$ cat src/rtl/psfb_pkg.sv
package psfb_pkg;
    localparam int NUM_LEGS = 2;
    localparam int LEG_A    = 0;
    localparam int LEG_B    = 1;

    typedef enum logic [1:0] {
        LEG_OFF,
        LEG_DEAD,
        LEG_ON0,
        LEG_ON1
    } leg_state_t;

    typedef enum logic {
        HP_OPEN,
        HP_SHUT
    } half_state_t;
endpackage

$ cat src/rtl/psfb_phase_ctl.sv
module psfb_phase_ctl (
    input  logic clk,
    input  logic rst_n,
    input  logic inhibit,
    input  logic osc_tick,
    input  logic term_pulse,
    output logic phase_a,
    output logic phase_b
);
    import psfb_pkg::*;

    half_state_t hp_q, hp_d;
    logic        pa_q, pa_d;
    logic        pb_q, pb_d;

    // next-state logic of the half-period controller
    always_comb begin
        hp_d = hp_q;
        pa_d = pa_q;
        pb_d = pb_q;
        if (inhibit) begin                       // T_INHIBIT
            hp_d = HP_OPEN;
            pa_d = 1'b0;
            pb_d = 1'b0;
        end else begin
            unique case (hp_q)
                HP_OPEN: begin
                    if (osc_tick) begin          // T_FORCE (also covers coincident termination)
                        pa_d = ~pa_q;
                        pb_d = ~pb_q;
                    end else if (term_pulse) begin // T_TERM
                        pb_d = ~pb_q;
                        hp_d = HP_SHUT;
                    end
                end
                HP_SHUT: begin
                    if (osc_tick) begin          // T_TICK
                        pa_d = ~pa_q;
                        hp_d = HP_OPEN;
                    end
                end
                default: hp_d = HP_OPEN;
            endcase
        end
    end

    // state register
    always_ff @(posedge clk or negedge rst_n) begin
        if (!rst_n) begin
            hp_q <= HP_OPEN;
            pa_q <= 1'b0;
            pb_q <= 1'b0;
        end else begin
            hp_q <= hp_d;
            pa_q <= pa_d;
            pb_q <= pb_d;
        end
    end

    // outputs
    always_comb begin
        phase_a = pa_q;
        phase_b = pb_q;
    end
endmodule

$ cat src/rtl/psfb_leg.sv
module psfb_leg #(
    parameter int DEAD_W = 8
) (
    input  logic              clk,
    input  logic              rst_n,
    input  logic              inhibit,
    input  logic              phase,
    input  logic [DEAD_W-1:0] dead,
    output logic              out0,
    output logic              out1
);
    import psfb_pkg::*;

    localparam logic [DEAD_W-1:0] CNT_ZERO = '0;
    localparam logic [DEAD_W-1:0] CNT_ONE  = DEAD_W'(1);

    leg_state_t        st_q, st_d;
    logic [DEAD_W-1:0] cnt_q, cnt_d;

    // next-state logic; the counter loads the setting only on entry to LEG_DEAD
    always_comb begin
        st_d  = st_q;
        cnt_d = cnt_q;
        if (inhibit) begin                       // L_KILL
            st_d  = LEG_OFF;
            cnt_d = CNT_ZERO;
        end else begin
            unique case (st_q)
                LEG_OFF: begin                   // L_START
                    st_d  = LEG_DEAD;
                    cnt_d = dead;
                end
                LEG_DEAD: begin
                    if (cnt_q == CNT_ZERO) begin // L_EXPIRE
                        st_d = phase ? LEG_ON1 : LEG_ON0;
                    end else begin
                        cnt_d = cnt_q - CNT_ONE;
                    end
                end
                LEG_ON0: begin
                    if (phase) begin             // L_TURN_OFF
                        st_d  = LEG_DEAD;
                        cnt_d = dead;
                    end
                end
                LEG_ON1: begin
                    if (!phase) begin            // L_TURN_OFF
                        st_d  = LEG_DEAD;
                        cnt_d = dead;
                    end
                end
                default: st_d = LEG_OFF;
            endcase
        end
    end

    // state register
    always_ff @(posedge clk or negedge rst_n) begin
        if (!rst_n) begin
            st_q  <= LEG_OFF;
            cnt_q <= CNT_ZERO;
        end else begin
            st_q  <= st_d;
            cnt_q <= cnt_d;
        end
    end

    // outputs: decoded from state, gated by inhibit for same-cycle turn-off
    always_comb begin
        out0 = (st_q == LEG_ON0) && !inhibit;
        out1 = (st_q == LEG_ON1) && !inhibit;
    end
endmodule

$ cat src/rtl/psfb_seq.sv
module psfb_seq #(
    parameter int DEAD_W = 8
) (
    input  logic              clk,
    input  logic              rst_n,
    input  logic              osc_tick,
    input  logic              term_pulse,
    input  logic [DEAD_W-1:0] dead_a,
    input  logic [DEAD_W-1:0] dead_b,
    input  logic              inhibit,
    output logic              a1,
    output logic              a2,
    output logic              b1,
    output logic              b2
);
    import psfb_pkg::*;

    logic [NUM_LEGS-1:0] leg_phase;
    logic [NUM_LEGS-1:0] leg_out0;
    logic [NUM_LEGS-1:0] leg_out1;
    logic [DEAD_W-1:0]   leg_dead [NUM_LEGS];

    psfb_phase_ctl u_phase (
        .clk        (clk),
        .rst_n      (rst_n),
        .inhibit    (inhibit),
        .osc_tick   (osc_tick),
        .term_pulse (term_pulse),
        .phase_a    (leg_phase[LEG_A]),
        .phase_b    (leg_phase[LEG_B])
    );

    always_comb begin
        leg_dead[LEG_A] = dead_a;
        leg_dead[LEG_B] = dead_b;
    end

    for (genvar g = 0; g < NUM_LEGS; g++) begin : g_leg
        psfb_leg #(.DEAD_W(DEAD_W)) u_leg (
            .clk     (clk),
            .rst_n   (rst_n),
            .inhibit (inhibit),
            .phase   (leg_phase[g]),
            .dead    (leg_dead[g]),
            .out0    (leg_out0[g]),
            .out1    (leg_out1[g])
        );
    end

    always_comb begin
        a2 = leg_out0[LEG_A];
        a1 = leg_out1[LEG_A];
        b1 = leg_out0[LEG_B];
        b2 = leg_out1[LEG_B];
    end
endmodule

$ cat config.mk
export PLATFORM = sky130hd
export DESIGN_NAME = psfb_seq
export DESIGN_NICKNAME = d
export VERILOG_FILES = /design/src/rtl/psfb_pkg.sv /design/src/rtl/psfb_phase_ctl.sv /design/src/rtl/psfb_leg.sv /design/src/rtl/psfb_seq.sv
export SDC_FILE = /design/constraint.sdc
export NUM_CORES = 1
export LEC_CHECK = 0
export BUFFER_PORTS_ARGS = -buffer_cell sky130_fd_sc_hd__buf_2
export CELL_PAD_IN_SITES_DETAIL_PLACEMENT = 1
export CELL_PAD_IN_SITES_GLOBAL_PLACEMENT = 1
export CORE_MARGIN = 4
export CORE_UTILIZATION = 41
export CTS_BUF_LIST = sky130_fd_sc_hd__clkbuf_16
export DETAILED_ROUTE_END_ITERATION = 7
export PLACE_DENSITY_LB_ADDON = 0.08
export SLEW_MARGIN = 5
export SYNTH_ARGS = -nofsm -noshare
export SYNTH_HDL_FRONTEND = slang
export SYNTH_SLANG_ARGS = --single-unit
$ cat constraint.sdc
create_clock -name clk -period 2.3 [get_ports clk]
set_input_delay 0.46 -clock clk [delete_from_list [all_inputs] [get_ports clk]]
set_output_delay 0.46 -clock clk [all_outputs]
set_load 0.005 [all_outputs]
==> results of run 1 <==
==> cell usage after synthesis, types with 2 or more instances <==
| cell type | n | area (um2) |
|---|---|---|
| o21ai_0 | 7 | 35.0 |
| buf_6 | 2 | 22.5 |
| inv_1 | 10 | 37.5 |
| nor3b_1 | 3 | 22.5 |
| o31a_1 | 2 | 17.5 |
| or3_1 | 2 | 12.5 |
| nor2b_1 | 2 | 12.5 |
| ha_1 | 2 | 25.0 |
| nor3_1 | 7 | 35.0 |
| nor4b_2 | 2 | 30.0 |
| o311ai_0 | 3 | 26.3 |
| o211ai_1 | 5 | 37.5 |
| a211oi_1 | 2 | 15.0 |
| xnor2_1 | 3 | 26.3 |
| nand3_1 | 3 | 15.0 |
| a31oi_1 | 3 | 18.8 |
| nand2_1 | 9 | 33.8 |
| dfrtp_1 | 23 | 576 |
| buf_2 | 3 | 15.0 |
| or2b_1 | 2 | 15.0 |
| a21oi_1 | 20 | 100 |
| nor2_1 | 21 | 78.8 |
| o31ai_1 | 7 | 52.6 |
| clkbuf_1 | 5 | 18.8 |
| and3_1 | 7 | 43.8 |
==> per-stage QoR <==
stage               instance area (um2)  util, %
detailed placement                 1630     47.6
CTS                                1710     49.9
finish                             1710     49.9
global placement                   1630     47.6
global route                       1710     49.9
floorplan                          1470        -
==> kinds of logic after synthesis <==
group / share of synthesized area [%]
simple gates: 23.0
compound gates: 26.7
flops: 39.0
buf+inv: 6.37
xor+xnor: 1.78
mux: 1.44
fa+ha+maj: 1.70
==> per-layer routing <==
metal  GRT usage, %  share of wire [%]
met5              0                  0
met4           5.96                1.3
met3           3.78                3.8
met2           31.9                 47
met1           26.8                 48
==> flip-flops by register name, indices dropped and copies added, names as in the netlist <==
name / flops
g_leg.u_leg.st_q: 4
g_leg.u_leg.cnt_q: 16
u_phase.phase_a: 1
u_phase.hp_q: 1
u_phase.phase_b: 1
==> path summary, 6_finish.rpt <==
kind / end / slack (ns) / from
min: g_leg[1].u_leg.cnt_q[6] / 0.18 / rst_n
max: g_leg[0].u_leg.cnt_q[5] / 0.22 / g_leg[0].u_leg.cnt_q[0]
min reg2reg: u_phase.phase_b / 0.55 / u_phase.hp_q
max reg2reg: g_leg[0].u_leg.cnt_q[5] / 0.22 / g_leg[0].u_leg.cnt_q[0]
min in group clk: u_phase.hp_q / 0.40 / osc_tick
max in group asynchronous: g_leg[0].u_leg.cnt_q[1] / 1.75 / rst_n
==> layout by cell type, fill, tap and decap left out, types with 2 or more instances in the layout <==
master	n
buf_4	4
dfrtp_1	23
clkbuf_16	3
and3_1	7
ha_1	2
o31a_1	2
nand2_1	9
nor3_1	7
nor2b_1	2
buf_2	24
or3_1	2
o211ai_1	5
nor4b_2	2
or2b_1	2
a211oi_1	2
nand3_1	3
nor2_1	21
o31ai_1	7
o311ai_0	3
xnor2_1	3
inv_1	10
a21oi_1	20
nor3b_1	3
a31oi_1	3
o21ai_0	7
==> area by class of cell <==
type	instances	share of cell area (%)
repair buffers	28	8.80
clock buffers	3	4.40
multi-input cells	129	47.2
well taps	46	3.37
inverters	10	2.20
flip-flops and latches	23	33.7
clock inverters	1	0.293
==> power by group through the flow <==
stage | clock (uW) | combinational [uW] | sequential (uW)
after floorplan | 0 | 534 | 593
after global placement | 0 | 659 | 621
after detailed placement | 0 | 687 | 625
after CTS | 390 | 698 | 621
after global routing | 405 | 785 | 641
final | 378 | 697 | 623
==> critical path, stage by stage (launching register included) <==
cell and delay, ns:
dfrtp_1 0.41, inv_1 0.09, ha_1 0.21, nor4b_2 0.39, and3_1 0.34, or2_1 0.35, o32ai_2 0.16
==> impl_results.md, run 1 <==
* Status: finished, final reports clean
* Reg2reg path depth at 6
* Synth Area per Inst at 8.57 um2
* Vias at about 1400
* Mapped Cells at 172
* Placed insts at between 200 and 250
* WP data required at 2.42 ns
* Fin. max-slew vios at 0
* Max FO, Critical Path at 8
* Synth Cell Area at around 0.0015 mm2
* Asr flop ratio synth at 100%
* Pint at between 1000 and 1500 uW
* Antenna violations before repair at 0
* Cell Rows at 21
* Worst-Skew Late Latency at 0.25 ns
* Yosys cell types at 42
* Sw power at between 600 and 700 uW
* Clock power share at roughly 22%
* Synthesis-stage register bit count at 23
* First-pass iteration count of the detailed router at 4
* Detailed Place HPWL at 2830 um
* RSZ-0062 raised after global routing: false
* Final-layout fill cell count at ~420
* DIE AREA at approximately 0.0046 mm2
* Net Sw Frac at about two fifths
* Area grow syn2layout at 15.7%
* Antenna cells at 0
* F_max at about 0.48 GHz
* Rel. slew slack at between 60 and 70%
* Root Buffer: clkbuf_16
* Detailed Route Iter0 Violations at 105
* Final Cycle Share at approximately 90%
* Tightest Hold Check Type: in2async
* CTS Buf Count at 3
* Number of synthesized flops with an enable pin at 0
* Nets at 218
* Final clock skew at 0.00224 ns
* Share of layout cells above drive strength 1 at 19.6%
* Gpl congestion at 0.871
* Chip width at 68.0 um
* Final std cells w/o fill at between 200 and 250
* Setup TNS at 0 ns
* Final antenna-violating net count at 0
* FF+latch area at 576 um2
* Clock tree buffer depth at 2
* Min Clock Period, post-route at 2.08 ns
* Post_cts resized at 0
* Mapped Nets at slightly below 200
* Setup WS pre-CTS at 0.278 ns
* Slew @ Worst Pin at 0.546 ns
* Final Hold Fails at 0
* Ports at 25
* Post-route DRC at 0
* Max-cap check violation count at 0
* Largest net degree at the start of global routing at 24
* Crit. End Element: flop
* Clock H-tree levels at 1
* Post-CTS Setup Inserts at 0
* LEAKAGE at between 0.0007 and 0.0008 uW
* Synth Flop Type: dfrtp_1
* GRT Util Overall at approximately a fifth
* Worst hold margin at roughly 0.18 ns
* Sequential power share at 36.7%
* Area occupied by multi-input gates at slightly above 800 um2
* Routed WL per cell at between 15 and 20 um
* Sequential fraction of the synthesis area at between 30% and 40%
* Logic pwr share at 41.0%
* Clock Sinks at 23
* WS Path Type: reg2reg
* Startpoint Class: flop
* Final worst slack at 0.225 ns
* Port Buf Inserts at 24
* Grt total ovfl at 0
* Hold-fix buffers, CTS at 0
* Routed vias/inst at ~5.8
* Pwr dens at approximately 1000 mW/mm2
* Initial Util at a little over two fifths
* Setup-failing EPs final at 0
* CTS tree: built
* Vias in the first global route at 1427
* Core area at 0.00342 mm2
* Routed wire length at 4040 um
* Global-route wire length before repair at about 7000 um
* Die span in y at 68.0 um
* Peak VDD IR at roughly 0.55 mV
* Ys Warns at 0
* Reg clk slew, reported paths at around 0.060 ns
* Worst EP arrival at around 2.2 ns
* Power after layout at between 1500 and 2000 uW
Power figures use the tool's default switching activity.
==> run 2: changes to the inputs <==
Settings changed: ABC_AREA set to 1, CORE_UTILIZATION 41 to 40, CTS_BUF_LIST sky130_fd_sc_hd__clkbuf_16 to sky130_fd_sc_hd__clkbuf_4 sky130_fd_sc_hd__clkbuf_8 sky130_fd_sc_hd__clkbuf_16.
==> run 2 against run 1 <==
Against the previous run: sequential share of layout area is 1.7 points lower; routed wire length is 1.7% higher; worst setup slack better by 0.49 ns; utilization is 2.0 points lower; combinational power is 75% higher; first-iteration DRC count is 32% lower; sequential power is 18% higher; global-route usage is 2.4 points lower; clock power is 30% lower; via count is 11% higher.
==> impl_results.md, run 2 <==
* Status: finished, final reports clean
* Synth Cell Area at 0.00159 mm2 (+7.9%)
* Finished Core Util at 48.0% (-2.0 points)
* Max-cap check violation count at 0 (unchanged)
* Port Buf Inserts at 24 (unchanged)
* Placed insts at 306 (+30%)
* Antenna cells at 0 (unchanged)
* DIE AREA at 0.00505 mm2 (+9.3%)
* Top reg by flops: g_leg.u_leg.cnt_q
* Core area at 0.00374 mm2 (+9.6%)
* Final std cells w/o fill at 310 (+29%)
* Routed WL per cell at 13.3 um (-21%)
* Fin. max-slew vios at 0 (unchanged)
* Number of synthesized flops with an enable pin at 0 (unchanged)
* Gpl congestion at 0.888 (+2.0%)
* Ys Warns at 0 (unchanged)
* Setup WS pre-CTS at 0.723 ns (+0.445 ns)
* Mapped Nets at 260 (+33%)
* Tightest Hold Check Type: in2async
* Clock H-tree levels at 1 (unchanged)
* Crit. End Element: flop
* Most common cell in the synthesized netlist: nand2_1
* Max FFs per register at 16 (unchanged)
* Global-route wire length before repair at 7090 um (+1.6%)
* Yosys cell types at 26 (-38%)
* Min Clock Period, post-route at 1.59 ns (-0.488 ns)
* Top flop regs: g_leg.u_leg.cnt_q (16), g_leg.u_leg.st_q (4)
* Root Buffer: clkbuf_8
* Metal2 WL at 1850 um (-1.9%)
* Sequential fraction of the synthesis area at 36.2% (-2.9 points)
* Mapped Cells at 237 (+38%)
* Synth Flop Type: dfrtp_1
* WP data required at 2.46 ns (+0.04 ns)
* Initial Util at 42.5% (-0.67 points)
* Setup TNS at 0 ns (unchanged)
* Final-layout fill cell count at 527 (+25%)
* Setup-failing EPs final at 0 (unchanged)
* Final Hold Fails at 0 (unchanged)
* First-pass iteration count of the detailed router at 4 (unchanged)
* Hold-fix buffers, CTS at 0 (unchanged)
* Pwr dens at 1240 mW/mm2 (+24%)
* Final clock skew at 0.00659 ns (+0.00435 ns)
* Routed vias/inst at 4.98 (-14%)
* Startpoint Class: flop
* Top layer reached by signal wires: met4
* Slew @ Worst Pin at 0.549 ns (+0.00297 ns)
* Worst-Skew Late Latency at 0.27 ns (+0.02 ns)
* Worst hold margin at 0.163 ns (-0.0214 ns)
* Reg clk slew, reported paths at 0.09 ns (+0.03 ns)
* Cell Rows at 22 (+4.8%)
* Routed wire length at 4110 um (+1.7%)
* Antenna violations before repair at 0 (unchanged)
* Max FO, Critical Path at 5 (-3)
* Asr flop ratio synth at 100% (unchanged)
* Die span in y at 71.1 um (+4.6%)
* Chip width at 71.1 um (+4.6%)
* Most frequent cells in the layout: 79 x nand2_1, 30 x inv_1, 28 x nor2_1
* Post-synth top area cell: dfrtp_1
* Post_cts resized at 0 (unchanged)
* Vias in the first global route at 1487 (+4.2%)
* GRT Util Overall at 17.5% (-2.4 points)
* Grt total ovfl at 0 (unchanged)
* Synthesis-stage register bit count at 23 (unchanged)
* WL met3 at 124 um (-20%)
* Vias at 1545 (+11%)
* Clock Sinks at 23 (unchanged)
* Clock tree buffer depth at 2 (unchanged)
* Rel. slew slack at 63.4% (-0.20 points)
* Reg2reg path depth at 9 (+3)
* Post-CTS Setup Inserts at 0 (unchanged)
* Post-route DRC at 0 (unchanged)
* Largest net degree at the start of global routing at 24 (unchanged)
* Share of layout cells above drive strength 1 at 19.1% (-0.50 points)
* FF-to-FF Start: g_leg[0].u_leg.cnt_q[0]
* FF-to-FF setup slack at 0.71 ns (+0.49 ns)
* Worst EP arrival at 1.75 ns (-0.45 ns)
* Detailed Route Iter0 Violations at 71 (-32%)
* F_max at 0.630 GHz (+31%)
* Met1 Wirelength at 2070 um (+6.5%)
* Top cells by area, synth: dfrtp_1 36%, nand2_1 19%, inv_1 7.1%
* Most common cell after layout, fill and taps aside: nand2_1
* Nets at 286 (+31%)
* Yosys top cell area share at 36.2% (-2.9 points)
* LEAKAGE at 0.000944 uW (+22%)
* Synth Area per Inst at 6.71 um2 (-22%)
* Final worst slack at 0.713 ns (+0.488 ns)
* WS Path Type: reg2reg
* Peak VDD IR at 0.435 mV (-21%)
* CTS tree: built
* Area grow syn2layout at 12.9%
* RR Endpoint: g_leg[0].u_leg.cnt_q[3]
* Detailed Place HPWL at 3140 um (+11%)
* Ports at 25 (unchanged)
* Most frequent cells after synthesis: 79 x nand2_1, 30 x inv_1, 28 x nor2_1, 23 x dfrtp_1, 15 x o21ai_0
* Final antenna-violating net count at 0 (unchanged)
* RSZ-0062 raised after global routing: false
* CTS Buf Count at 3 (unchanged)
* Final Cycle Share at 69.0% (-21 points)
[run 2: routing by layer]
metal | vias to the layer above | track usage [%]
met2 | 21 | 27.2
li1 | 788 | -
met1 | 729 | 25.0
met5 | - | 0
met3 | 7 | 2.84
met4 | 0 | 4.80
[run 2: how the worst max path moves through the flow]
stage	cells after the start	to	slack, ns	start
after floorplan	9	g_leg[0].u_leg.cnt_q[2]	0.91	g_leg[0].u_leg.cnt_q[0]
final	9	g_leg[0].u_leg.cnt_q[3]	0.71	g_leg[0].u_leg.cnt_q[0]
after detailed placement	9	g_leg[0].u_leg.cnt_q[3]	0.72	g_leg[0].u_leg.cnt_q[0]
after CTS	9	g_leg[0].u_leg.cnt_q[3]	0.71	g_leg[0].u_leg.cnt_q[0]
after global placement	9	g_leg[0].u_leg.cnt_q[3]	0.71	g_leg[0].u_leg.cnt_q[0]
after global routing	8	g_leg[0].u_leg.cnt_q[2]	0.58	g_leg[0].u_leg.cnt_q[0]
[run 2: layout make-up]
cell class,instances,area [um2],area share [%]
Sequential cell,23,576,32.1
Timing Repair Buffer,24,120,6.69
Tap cell,48,60.1,3.34
Multi-Input combinational cell,178,862,48.0
Clock inverter,1,5.00,0.279
Inverter,33,131,7.32
Clock buffer,3,41.3,2.30
[run 2: metrics by stage]
stage	cell area [um2]	power, uW
floorplan	1590	1650
global placement	1750	1940
detailed placement	1750	1960
CTS	1800	2250
global route	1800	2480
finish	1800	2220
[run 2: cell families (layout without fill, tap and decap cells)]
group,count (synthesis),after routing,share of synthesized area (%)
AND/OR/NAND/NOR,143,143,41.1
flip-flops,23,23,36.2
XOR/XNOR,1,1,0.551
multiplexers,1,1,0.629
adder cells (fa/ha/maj),2,2,1.57
buffers and inverters,36,61,9.60
AO/OA/AOI/OAI,31,31,10.3
[run 2: critical path, stage by stage, from the launching register on]
cell and delay, ns:
dfrtp_1 0.40, inv_1 0.13, ha_1 0.28, nand2_1 0.10, nor2_1 0.12, nand3_2 0.14
nand3_4 0.12, inv_2 0.07, nand2_1 0.06, o21ai_1 0.05
[run 2: power by group]
part	internal (uW)	total, uW	switching, uW
sequential	562	737	175
clock	121	263	142
combinational	417	1220	806
